--- src/rtl/rxq_pkg.sv ---
package rxq_pkg;

    localparam int unsigned CHAR_W = 8;

    typedef struct packed {
        logic [CHAR_W-1:0] data;
        logic              perr;
        logic              ferr;
        logic              brk;
    } rx_char_t;

    typedef enum logic [2:0] {
        RX_IDLE,
        RX_START,
        RX_DATA,
        RX_PAR,
        RX_STOP,
        RX_HOLD
    } rx_state_e;

endpackage

--- src/rtl/rxq_deser.sv ---
module rxq_deser
    import rxq_pkg::*;
#(
    parameter int unsigned OVS = 16
) (
    input  logic       clk,
    input  logic       rst_n,
    input  logic       tick16,
    input  logic       rx_line,
    input  logic [1:0] cfg_len,
    input  logic       cfg_par_en,
    input  logic       cfg_par_odd,
    output logic       push_o,
    output rx_char_t   char_o
);
    localparam int unsigned CW       = $clog2(OVS);
    localparam logic [CW-1:0] MID_T  = CW'(OVS/2 - 2);
    localparam logic [CW-1:0] LAST_T = CW'(OVS - 1);

    typedef struct packed {
        rx_state_e         st;
        logic [1:0]        sync;
        logic [CW-1:0]     cnt;
        logic [2:0]        idx;
        logic [CHAR_W-1:0] shreg;
        logic              zero;
        logic              pbit;
        logic              push;
        rx_char_t          chr;
    } deser_t;

    deser_t s_q, s_d;
    logic   line_s;
    logic [2:0] last_idx;

    assign line_s   = s_q.sync[1];
    assign last_idx = 3'(cfg_len) + 3'd4;

    always_comb begin
        s_d      = s_q;
        s_d.push = 1'b0;
        s_d.sync = {s_q.sync[0], rx_line};
        if (tick16) begin
            unique case (s_q.st)
                RX_IDLE: begin
                    if (!line_s) begin
                        s_d.st  = RX_START;
                        s_d.cnt = '0;
                    end
                end
                RX_START: begin
                    if (s_q.cnt == MID_T) begin
                        if (line_s) begin
                            s_d.st = RX_IDLE;
                        end else begin
                            s_d.st    = RX_DATA;
                            s_d.cnt   = '0;
                            s_d.idx   = '0;
                            s_d.shreg = '0;
                            s_d.zero  = 1'b1;
                            s_d.pbit  = 1'b0;
                        end
                    end else begin
                        s_d.cnt = s_q.cnt + 1'b1;
                    end
                end
                RX_DATA: begin
                    if (s_q.cnt == LAST_T) begin
                        s_d.cnt              = '0;
                        s_d.shreg[s_q.idx]   = line_s;
                        s_d.zero             = s_q.zero & ~line_s;
                        if (s_q.idx == last_idx) begin
                            s_d.st = cfg_par_en ? RX_PAR : RX_STOP;
                        end else begin
                            s_d.idx = s_q.idx + 1'b1;
                        end
                    end else begin
                        s_d.cnt = s_q.cnt + 1'b1;
                    end
                end
                RX_PAR: begin
                    if (s_q.cnt == LAST_T) begin
                        s_d.cnt  = '0;
                        s_d.pbit = line_s;
                        s_d.zero = s_q.zero & ~line_s;
                        s_d.st   = RX_STOP;
                    end else begin
                        s_d.cnt = s_q.cnt + 1'b1;
                    end
                end
                RX_STOP: begin
                    if (s_q.cnt == LAST_T) begin
                        s_d.cnt  = '0;
                        s_d.push = 1'b1;
                        if (!line_s && s_q.zero) begin
                            s_d.chr = '{data: '0, perr: 1'b0, ferr: 1'b0, brk: 1'b1};
                            s_d.st  = RX_HOLD;
                        end else begin
                            s_d.chr.data = s_q.shreg;
                            s_d.chr.perr = cfg_par_en & (^s_q.shreg ^ s_q.pbit ^ cfg_par_odd);
                            s_d.chr.ferr = ~line_s;
                            s_d.chr.brk  = 1'b0;
                            s_d.st       = RX_IDLE;
                        end
                    end else begin
                        s_d.cnt = s_q.cnt + 1'b1;
                    end
                end
                RX_HOLD: begin
                    if (line_s) s_d.st = RX_IDLE;
                end
                default: s_d.st = RX_IDLE;
            endcase
        end
    end

    always_ff @(posedge clk) begin
        if (!rst_n) begin
            s_q      <= '0;
            s_q.st   <= RX_IDLE;
            s_q.sync <= 2'b11;
        end else begin
            s_q <= s_d;
        end
    end

    assign push_o = s_q.push;
    assign char_o = s_q.chr;

endmodule

--- src/rtl/rxq_store.sv ---
module rxq_store
    import rxq_pkg::*;
#(
    parameter int unsigned DEPTH = 16
) (
    input  logic                       clk,
    input  logic                       rst_n,
    input  logic                       push_i,
    input  rx_char_t                   char_i,
    input  logic                       pop_i,
    output rx_char_t                   head_o,
    output logic [$clog2(DEPTH+1)-1:0] fill_o,
    output logic                       ovr_o
);
    localparam int unsigned AW = $clog2(DEPTH);
    localparam int unsigned NW = $clog2(DEPTH + 1);
    localparam logic [AW-1:0] LAST_A = AW'(DEPTH - 1);
    localparam logic [NW-1:0] FULL_N = NW'(DEPTH);

    typedef struct packed {
        rx_char_t [DEPTH-1:0] mem;
        logic [AW-1:0]        wr;
        logic [AW-1:0]        rd;
        logic [NW-1:0]        cnt;
        logic                 ovr;
    } store_t;

    store_t f_q, f_d;
    logic   do_push, do_pop, is_full;

    assign is_full = (f_q.cnt == FULL_N);
    assign do_push = push_i & ~is_full;
    assign do_pop  = pop_i & (f_q.cnt != '0);

    always_comb begin
        f_d     = f_q;
        f_d.ovr = push_i & is_full;
        if (do_push) begin
            f_d.mem[f_q.wr] = char_i;
            f_d.wr          = (f_q.wr == LAST_A) ? '0 : f_q.wr + 1'b1;
        end
        if (do_pop) begin
            f_d.rd = (f_q.rd == LAST_A) ? '0 : f_q.rd + 1'b1;
        end
        unique case ({do_push, do_pop})
            2'b10:   f_d.cnt = f_q.cnt + 1'b1;
            2'b01:   f_d.cnt = f_q.cnt - 1'b1;
            default: f_d.cnt = f_q.cnt;
        endcase
    end

    always_ff @(posedge clk) begin
        if (!rst_n) f_q <= '0;
        else        f_q <= f_d;
    end

    assign head_o = f_q.mem[f_q.rd];
    assign fill_o = f_q.cnt;
    assign ovr_o  = f_q.ovr;

endmodule

--- src/rtl/serial_rx_queue.sv ---
module serial_rx_queue
    import rxq_pkg::*;
#(
    parameter int unsigned OVS   = 16,
    parameter int unsigned DEPTH = 16
) (
    input  logic       clk,
    input  logic       rst_n,
    input  logic       tick16,
    input  logic       rx_line,
    input  logic [1:0] cfg_len,
    input  logic       cfg_par_en,
    input  logic       cfg_par_odd,
    input  logic       rd_en,
    output logic [7:0] rd_data,
    output logic       rd_perr,
    output logic       rd_ferr,
    output logic       rd_brk,
    output logic       data_ready,
    output logic       rx_req,
    output logic       ovr_pulse
);
    localparam int unsigned NW = $clog2(DEPTH + 1);

    logic          new_push;
    rx_char_t      new_char;
    rx_char_t      head;
    logic [NW-1:0] fill_lvl;

    rxq_deser #(.OVS(OVS)) u_deser (
        .clk         (clk),
        .rst_n       (rst_n),
        .tick16      (tick16),
        .rx_line     (rx_line),
        .cfg_len     (cfg_len),
        .cfg_par_en  (cfg_par_en),
        .cfg_par_odd (cfg_par_odd),
        .push_o      (new_push),
        .char_o      (new_char)
    );

    rxq_store #(.DEPTH(DEPTH)) u_store (
        .clk    (clk),
        .rst_n  (rst_n),
        .push_i (new_push),
        .char_i (new_char),
        .pop_i  (rd_en),
        .head_o (head),
        .fill_o (fill_lvl),
        .ovr_o  (ovr_pulse)
    );

    assign rd_data    = head.data;
    assign rd_perr    = head.perr;
    assign rd_ferr    = head.ferr;
    assign rd_brk     = head.brk;
    assign data_ready = (fill_lvl != '0);
    assign rx_req     = data_ready;

endmodule

--- config.mk ---
export PLATFORM = sky130hd
export DESIGN_NAME = serial_rx_queue
export DESIGN_NICKNAME = d
export VERILOG_FILES = /design/src/rtl/rxq_pkg.sv /design/src/rtl/rxq_deser.sv /design/src/rtl/rxq_store.sv /design/src/rtl/serial_rx_queue.sv
export SDC_FILE = /design/constraint.sdc
export NUM_CORES = 1
export LEC_CHECK = 0
export CAP_MARGIN = 20
export CORE_UTILIZATION = 35
export DETAILED_ROUTE_END_ITERATION = 16
export SLEW_MARGIN = 10
export SYNTH_ARGS = -nofsm -noshare
export SYNTH_HDL_FRONTEND = slang
export SYNTH_SLANG_ARGS = --single-unit
--- constraint.sdc ---
create_clock -name clk -period 3.47 [get_ports clk]
set_clock_uncertainty 0.15 [all_clocks]
set_input_delay 0.694 -clock clk [delete_from_list [all_inputs] [get_ports clk]]
set_output_delay 0.694 -clock clk [all_outputs]
set_load 0.01 [all_outputs]
* After elaboration in Yosys (flattened, before gate mapping)
Index checks and enable logic that the tools add are counted.
** Storage, ports and cells
- Flip-flop bits (word level) :: 224
- Word-level logic and storage cells :: 181
- Input port bits :: 9
** Cells by class
- Eq/ne operators :: 23
- Reductions and logical operators :: 21
- Add/subtract/negate cells :: 7
- Bitwise logic cells :: 9
- Magnitude comparators :: 5
- Multiplexer cells :: 36
** Operators by type and width (number)
- $bwmux W176 :: 1
- $bmux W11 S4 :: 1
- $demux W11 S4 :: 1
- $mux W11 :: 3
- $mux W3 :: 10
- $mux W12 :: 2
- $pmux W11 S2 :: 1
- $mux W4 :: 5
- $pmux W3 S6 :: 1
- $mux W17 :: 1
- $mux W13 :: 1
- $add A4 B1 Y4 const B :: 3
- $eq A4 B4 Y1 const B :: 3
- $ne A2 B1 Y1 const B :: 6
- $pmux W4 S3 :: 1
- $reduce_and A6 Y1 :: 2
- $lt A4 B5 Y1 const B :: 2
- $pmux W5 S2 :: 1
- $reduce_and A5 Y1 :: 2
- $bwmux W8 :: 1
- $reduce_and A8 Y1 :: 1
- $reduce_xor A8 Y1 :: 1
- $eq A3 B2 Y1 const B :: 2
- $eq A3 B3 Y1 const B :: 2
- 32 further kinds :: 47

* Longest topological paths before layout
Gate-level depths: netlist of the first run.
- Depth in word-level cells :: 7
- Depth in mapped cells :: 11
- Depth with buffers taken out :: 11

* Cells and area by module
Synthesis of the first run repeated with hierarchy kept, for this count alone.
** Unflattened totals
- Cells, all modules :: 1068
- Area, all modules :: 11133.2 µm²
** By module, submodules not included
- rxq_store :: cells each 814, instances 1, area an instance 9130.0 µm²
- rxq_deser :: cells each 250, instances 1, area an instance 1983.2 µm²
- serial_rx_queue :: cells each 4, instances 1, area an instance 20.0 µm²

* Worst setup path after synthesis of the first run
No wires, ideal clock.
- Path kind :: register -> register
- Start point :: register u_store.f_q, in the netlist u_store.fill_o[0]
- End point :: register u_store.f_q, in the netlist u_store.fill_o[4]
- Cell stages (with the launch flop) :: 12
- Arrival :: 2600 ps
- Setup slack :: 649 ps
- Period minus slack after synthesis :: 2821 ps
- Path buffers :: 0
- Cell sequence :: dfxtp_1 nor4_1 nand2_1 nand2_1 inv_1 ha_1 fa_1 a21o_1 a21oi_1 xor2_1 or3_1 a21oi_1
** RTL lines
- start, declared :: RTL line rxq_store.sv:28 : store_t f_q, f_d;
- start signal, assigned :: RTL line rxq_store.sv:53 : if (!rst_n) f_q <= '0;
- start signal, assigned :: RTL line rxq_store.sv:54 : else f_q <= f_d;
- $reduce_bool A5 Y1 *
- via data_ready :: RTL line serial_rx_queue.sv:19 : output logic data_ready,
- $and A1 B1 Y1 * :: RTL line rxq_store.sv:33 : assign do_pop = pop_i & (f_q.cnt != '0);
- via u_store.do_pop :: RTL line rxq_store.sv:29 : logic do_push, do_pop, is_full;
- $eq A2 B1 Y1 / $eq A2 B2 Y1 (equally long branches) :: RTL line rxq_store.sv:45 : unique case ({do_push, do_pop})
- $pmux W5 S2 / $reduce_bool A2 Y1 (equally long branches)
Mark *: on every way through the listed nets, which the timed path passes. The rest lies on a longest branch.
A chain may end at the register's enable or synchronous reset.

* Final worst setup path of the first run
- Start point :: register u_store.f_q[6] (netlist name)
- End point :: output rd_data[2]
** On the way
- Word-level cells in the longest chain between the ends :: 2
** RTL lines
- $bmux W11 S4 :: RTL line rxq_store.sv:57 : assign head_o = f_q.mem[f_q.rd];
- $mux W11 (implied by the code) :: RTL line rxq_store.sv:57
- end, declared :: RTL line serial_rx_queue.sv:15 : output logic [7:0] rd_data,
Every way passes these cells. The select of a mux whose other input is x is not followed.

==> results of run 1 <==
-- placed cells by master (no fill, tap or decap), types with 4 or more instances in the layout --
master           Yosys  routed
a211oi_1            11       7
a21oi_1             43      43
a31oi_1              6       6
and3_1              10      10
buf_12               0       5
buf_4               15      28
clkbuf_16            0      28
clkbuf_8             0       9
clkdlybuf4s50_1      0      15
clkinv_2             0       4
dfxtp_1            224     221
dlygate4sd2_1        0       4
ha_1                12      12
inv_1                9       9
mux2i_1            191     190
mux4_2              44      44
nand2_1             25      25
nand2b_1             7       7
nand3_1             23      23
nand4_1              7       7
nor2_1             211     211
nor2b_1             15      15
nor3_1               4       4
nor3b_1              6       6
o211ai_1             4       4
o21ai_0             12      12
or3_1                6       6
xnor2_1             12      12
xor2_1               7       7
-- power by group through the flow --
stage | clock network, mW | logic (mW) | registers, mW
4_1_cts | 2.84 | 0.132 | 2.59
5_1_grt | 2.96 | 0.146 | 2.59
3_3_place_gp | 0 | 0.131 | 2.65
2_1_floorplan | 0 | 0.103 | 2.64
6_report | 2.76 | 0.131 | 2.59
3_5_place_dp | 0 | 0.132 | 2.65
-- final cells by class --
type                            instances  share of cell area [%]
Clock buffer                           38                    6.82
Clock inverter                          9                   0.687
Inverter                               10                   0.360
Multi-Input combinational cell        692                    45.1
Sequential cell                       224                    38.0
Tap cell                              384                    4.06
Timing Repair Buffer                   59                    5.03
-- worst max-delay path, cell delays in order, from the launching register on --
cell	delay, ps
dfxtp_4	370
buf_12	140
buf_4	130
mux4_2	480
a211oi_1	320
a21oi_1	70
clkdlybuf4s50_1	500
-- worst min path at each step --
stage                     end  cells after the start  slack (ps)            start
2_1_floorplan  u_deser.line_s                      1         240  u_deser.s_d[30]
3_3_place_gp   u_deser.line_s                      1         240  u_deser.s_d[30]
3_5_place_dp   u_deser.line_s                      1         250  u_deser.s_d[30]
4_1_cts        u_deser.line_s                      1         260  u_deser.s_d[30]
5_1_grt        u_deser.line_s                      1         290  u_deser.s_d[30]
6_report       u_deser.line_s                      1         260  u_deser.s_d[30]
-- routing by layer --
metal	vias to the layer above	part of all wire (%)	GRT usage, %
met5	-	0	0
met4	0	1.6	3.39
met3	33	3.7	2.41
met2	97	47	25.4
met1	3469	48	20.7
li1	3547	-	-
-- through the flow --
| step | power [mW] | hold slack (ps) | util (%) |
|---|---|---|---|
| 4_1_cts | 5.56 | 261 | 40.9 |
| 5_1_grt | 5.69 | 293 | 41.1 |
| 3_3_place_gp | 2.78 | 241 | 37.6 |
| 2_1_floorplan | 2.74 | 236 | - |
| 3_5_place_dp | 2.78 | 248 | 37.6 |
| 6_report | 5.48 | 263 | 41.1 |
-- flip-flops by register name (all words and copies together), names as in the netlist --
signal,cells
u_store.f_q,184
u_deser.s_q,20
u_deser.char_o,11
u_store.fill_o,5
u_deser.line_s,1
u_deser.push_o,1
u_deser.s_d,1
u_store.ovr_o,1
-- logic make-up (layout without fill, tap and decap cells) --
kind of cell | count (synthesis) | count (layout) | synth area share [%]
compound gates | 96 | 96 | 5.80
xor+xnor | 19 | 19 | 1.62
fa+ha+maj | 13 | 13 | 1.66
buf+inv | 107 | 116 | 4.68
flops | 224 | 224 | 43.7
mux | 235 | 235 | 28.3
simple gates | 329 | 329 | 14.3
-- repair_timing --
action                     CTS  global route
setup buffers                5             0
gates cloned                 0             1
resized for setup            8            10
setup endpoints to repair   11             6
==> out/results.ini, run 1 <==
[timing]
rsz0062_at_grt = false
tns_ps = 0
slew_viol_final = 0
fin_ws_ps = 79.7
hold_violations = 0
post-route-period-util_pct = 97.7
setup_viol = 0
worst-slew-pin-transition_ps = 760
fin_crit_ps = 3390
fmax_mhz = 295
maxSlewHeadroom_pct = 49.0

[drt]
route.detailed.drc = 0
drt_wl_total_um = 22600
num_vias = 7146
wl_per_cell_um = 16.0
viasPerCell = 5.05
ant_nets = 0
drt_iter0_drc = 407
dr.pass1.iters = 5

[clock_tree]
cts_tree = done
cts_hold_buf = 0
htree_levels = 1
clockBufferDepth = 3
clk_latency_ps = 530
clk_pin_slew_ps = 50
cts_sinks = 224
root_buffer = clkbuf_16
cts_buffers = 27

[worst_setup_path]
required_ps = 2630
endpoint = rd_data[2]
endpoint_kind = output pin
rr_endpoint = u_store.fill_o[4]
worst_setup_path_start_kind = register
rr_startpoint = u_store.fill_o[0]
worstSetupStartpoint = u_store.f_q[6]
regToRegSetupSlack_ps = 370
crit_fanout = 9
worst_ep_arrival_time_ps = 2550
crit_type = register to output pin
reg2reg_depth = 11

[power]
clock_power_share_pct = 50.4
power.internal_mw = 4.30
seqPwrFrac_pct = 47.3
switchingPower_mw = 1.18
combPwrFrac_pct = 2.4
p_leak_nw = 5.56
power.density_nw_per_um2 = 463
peakVddDrop_mv = 0.354
swShare_pct = 21.5

[synthesis]
synth_top_area_share_pct = 43.7
synth_edf_count = 0
ys_seq_elements = 224
ys_top_cells_by_count = dfxtp_1 (224), nor2_1 (211), mux2i_1 (191), clkbuf_1 (64), mux4_2 (44)
synth_area_leaders = dfxtp_1 (44%), mux2i_1 (19%), mux4_2 (9.7%)
synthArstFlopShare_pct = 0
synthCells = 1023
synth_area_um2 = 10300
yosysUniqueCellTypes = 51
synth_nets = 1045
yosysTopAreaCell = dfxtp_1
ys_seq_area_share_pct = 43.7
synth_warnings = 0
yosysMostFrequentCell = dfxtp_1
avgSynthCellArea_um2 = 10.0
synth_flop_cell = dfxtp_1

[final_layout]
syn2layout_area_growth_pct = 15.3
multi_input_comb_area_um2 = 5330
layout.nets = 1036
fill_cells = 2787
fin_area_um2 = 11800
final_cells = 1416
n_antenna_cell = 0
regArea_um2 = 4490
drive_above_1_share_pct = 13.7

[placement]
preCtsSetupSlack_ps = 251
place_area_um2 = 10800
numPortBuffers = 22
place_inst = 1363
dp.final_hpwl_um = 14200
gp_congestion = 0.749

[die]
design.core.area_um2 = 28800
dieArea_um2 = 30000
die_y_um = 173
top_level_ports = 23
start_util_pct = 35.7
dieWidth_um = 173
rows = 62

[run]
cap_violations = 0

[global_routing]
grt_pass1_wl_um = 37500
grt_max_degree = 83
track_usage_pct = 15.2
grt_overflow = 0
first_global_vias = 6907
antenna_found_initial = 0

[min_path]
hp-class = register to register

[status]
status = finished clean

Power figures use the tool's default switching activity.
==> run 2, diff against run 1 <==
--- a/config.mk
+++ b/config.mk
@@ -11,4 +11,5 @@
 export SLEW_MARGIN = 10
 export SYNTH_ARGS = -nofsm -noshare
 export SYNTH_HDL_FRONTEND = slang
+export SYNTH_HIERARCHICAL = 1
 export SYNTH_SLANG_ARGS = --single-unit
==> out/results.ini, run 2 <==
[timing]
slew_viol_final = 0  ; unchanged
tns_ps = 0  ; unchanged
post-route-period-util_pct = 95.3  ; was 97.7%
hold_violations = 0  ; unchanged
setup_viol = 0  ; unchanged
fmax_mhz = 302  ; was 295 MHz
rsz0062_at_grt = false  ; unchanged
fin_ws_ps = 164  ; was 79.7 ps
fin_crit_ps = 3310  ; was 3390 ps
maxSlewHeadroom_pct = 27.4  ; was 49.0%
worst-slew-pin-transition_ps = 1090  ; was 760 ps

[clock_tree]
clk_pin_slew_ps = 60  ; was 50 ps
cts_tree = done  ; unchanged
htree_levels = 1  ; unchanged
clk_latency_ps = 530  ; about the same
cts_buffers = 26  ; was 27
cts_sinks = 224  ; unchanged
clockBufferDepth = 3  ; unchanged
cts_hold_buf = 0  ; unchanged
root_buffer = clkbuf_16  ; unchanged

[synthesis]
synth_nets = 1089  ; was 1,045
yosysMostFrequentCell = dfxtp_1  ; unchanged
synth_area_um2 = 11100  ; was 10,300 um2
ys_top_cells_by_count = dfxtp_1 (224), nor2_1 (201), mux2i_1 (194), mux4_2 (44), nand2_1 (39)  ; was dfxtp_1 (224), nor2_1 (211), mux2i_1 (191), clkbuf_1 (64), mux4_2 (44)
synth_area_leaders = dfxtp_1 (40%), mux2i_1 (17%), mux4_2 (8.9%)  ; was dfxtp_1 (44%), mux2i_1 (19%), mux4_2 (9.7%)
synth_warnings = 6  ; was 0
yosysUniqueCellTypes = 62  ; was 51
synth_flop_cell = dfxtp_1  ; unchanged
synth-simple-area-share_pct = 13.7  ; was 14.3%
synthCells = 1068  ; was 1,023
avgSynthCellArea_um2 = 10.4  ; was 10.0 um2
synth_xor_area_share_pct = 1.42  ; was 1.62%
yosysTopAreaCell = dfxtp_1  ; unchanged
ys_seq_elements = 224  ; unchanged
synth_top_family_by_area = multiplexers  ; unchanged
synth_compound_area_share_pct = 10.1  ; was 5.80%
ys_seq_area_share_pct = 40.3  ; was 43.7%
synth_top_area_share_pct = 40.3  ; was 43.7%
synthAdderAreaFrac_pct = 1.35  ; was 1.66%
synth.area.mux_share_pct = 26.4  ; was 28.3%
synth_edf_count = 0  ; unchanged
synthArstFlopShare_pct = 0  ; unchanged

[min_path]
hold_start = u_deser/s_d[30]  ; was u_deser.s_d[30]
hp-class = register to register  ; unchanged
hold-path-cell-count = 1  ; unchanged

[drt]
ant_nets = 0  ; unchanged
viasPerCell = 5.05  ; about the same
num_vias = 7388  ; was 7,146
route.detailed.drc = 0  ; unchanged
drt_iter0_drc = 388  ; was 407
drt_wl_total_um = 23300  ; was 22,600 um
wl_per_cell_um = 15.9  ; was 16.0 um
dr.pass1.iters = 4  ; was 5

[final_layout]
fill_cells = 2971  ; was 2,787
syn2layout_area_growth_pct = 12.2  ; was 15.3%
n_antenna_cell = 0  ; unchanged
layout.nets = 1069  ; was 1,036
regArea_um2 = 4490  ; about the same
fin_area_um2 = 12500  ; was 11,800 um2
final_cell_mix = dfxtp_1 (220), nor2_1 (201), mux2i_1 (193)  ; was dfxtp_1 (221), nor2_1 (211), mux2i_1 (190)
multi_input_comb_area_um2 = 5950  ; was 5330 um2
largest_reg_flops = 184  ; unchanged
drive_above_1_share_pct = 15.7  ; was 13.7%
postLayoutCoreUtil_pct = 40.4  ; was 41.1%
largest_register = u_store/f_q  ; was u_store.f_q
final_common_cell = dfxtp_1  ; unchanged

[worst_setup_path]
reg2reg_depth = 10  ; was 11
required_ps = 2630  ; about the same
crit_fanout = 8  ; was 9
worstSetupStartpoint = u_store/f_q[6]  ; was u_store.f_q[6]
rr_startpoint = u_store/fill_o[1]  ; was u_store.fill_o[0]
worst_ep_arrival_time_ps = 2460  ; was 2550 ps
worst_setup_path_start_kind = register  ; unchanged
endpoint_kind = output pin  ; unchanged
crit_type = register to output pin  ; unchanged

[die]
start_util_pct = 36.0  ; was 35.7%
rows = 64  ; was 62
dieWidth_um = 180  ; was 173 um
top_level_ports = 23  ; unchanged
dieArea_um2 = 32500  ; was 30,000 um2
die_y_um = 180  ; was 173 um
design.core.area_um2 = 30900  ; was 28,800 um2

[power]
p_leak_nw = 4.08  ; was 5.56 nW
power.density_nw_per_um2 = 554  ; was 463 nW/um2
p_total_mw = 6.92  ; was 5.48 mW
peakVddDrop_mv = 0.315  ; was 0.354 mV

[global_routing]
grt_max_degree = 76  ; was 83
grt_pass1_wl_um = 39000  ; was 37,500 um
track_usage_pct = 14.5  ; was 15.2%
antenna_found_initial = 0  ; unchanged
grt_overflow = 0  ; unchanged
first_global_vias = 7281  ; was 6,907

[placement]
place_area_um2 = 11500  ; was 10,800 um2
preCtsSetupSlack_ps = 257  ; was 251 ps
gp_congestion = 0.735  ; was 0.749
numPortBuffers = 22  ; unchanged
dp.final_hpwl_um = 15000  ; was 14,200 um

[status]
status = finished clean  ; unchanged

[run]
cap_violations = 0  ; unchanged

## run 2: changes by cell type after synthesis, sizes merged, moves of 4 or more
cell     delta
a21boi     +19
clkbuf     -26
xor2        -4
and3        -9
nor2       -10
a2111oi    +16
a21oi      -24
nand2      +18
inv         +4
nand2b      +4
buf        +38
nor2b       +4
## run 2: cell families after synthesis
kind of cell	Yosys count
buffers and inverters	122
AOI/OAI and AO/OA	115
muxes	239
xor gates and xnor gates	18
and+or+nand+nor	338
DFF	224
adders and majority gates	12
## run 2: layout make-up
| type | count | share of cell area, % |
|---|---|---|
| clock buffers | 36 | 5.99 |
| clock inverters | 11 | 1.38 |
| inverters | 13 | 0.411 |
| multi-input cells | 722 | 47.7 |
| flip-flops and latches | 224 | 36.0 |
| well taps | 396 | 3.97 |
| repair buffers | 61 | 4.61 |
## run 2: report_power, final
part | leakage (nW) | total [mW] | switching (mW) | internal [mW]
logic | 1.82 | 1.36 | 0.800 | 0.564
registers | 1.81 | 2.67 | 0.0566 | 2.61
clock network | 0.452 | 2.88 | 1.08 | 1.80
## run 2: metal layers
metal,vias to the layer above,track usage [%],wire length [um]
met3,24,1.90,613
met2,84,23.7,10600
met1,3581,20.3,11700
met4,0,3.15,367
met5,-,0,0
li1,3699,-,-
## run 2: critical path: stages (launching register included)
cell	delay (ps)
dfxtp_4	370
buf_12	140
buf_4	150
mux4_2	490
nor2b_1	140
a211oi_1	230
a21oi_1	90
dlygate4sd2_1	310
## run 2: path summary, 6_finish.rpt
path	endpoint	slack (ps)
min reg2reg	u_deser/line_s	250
max reg2reg	u_store/fill_o[4]	350
max	rd_data[2]	160
min	u_deser/line_s	250
## run 2: through the flow
step / instances / hold slack (ps)
global placement: 1412 / 245
floorplan: 1068 / 236
global route: 1463 / 274
CTS: 1463 / 257
detailed placement: 1412 / 243
finish: 1463 / 254
## run 2: timing repair
item	CTS	global route
buffers inserted	4	0
endpoints found under the setup margin	11	4
gates resized for setup	15	6
pin swaps	1	0
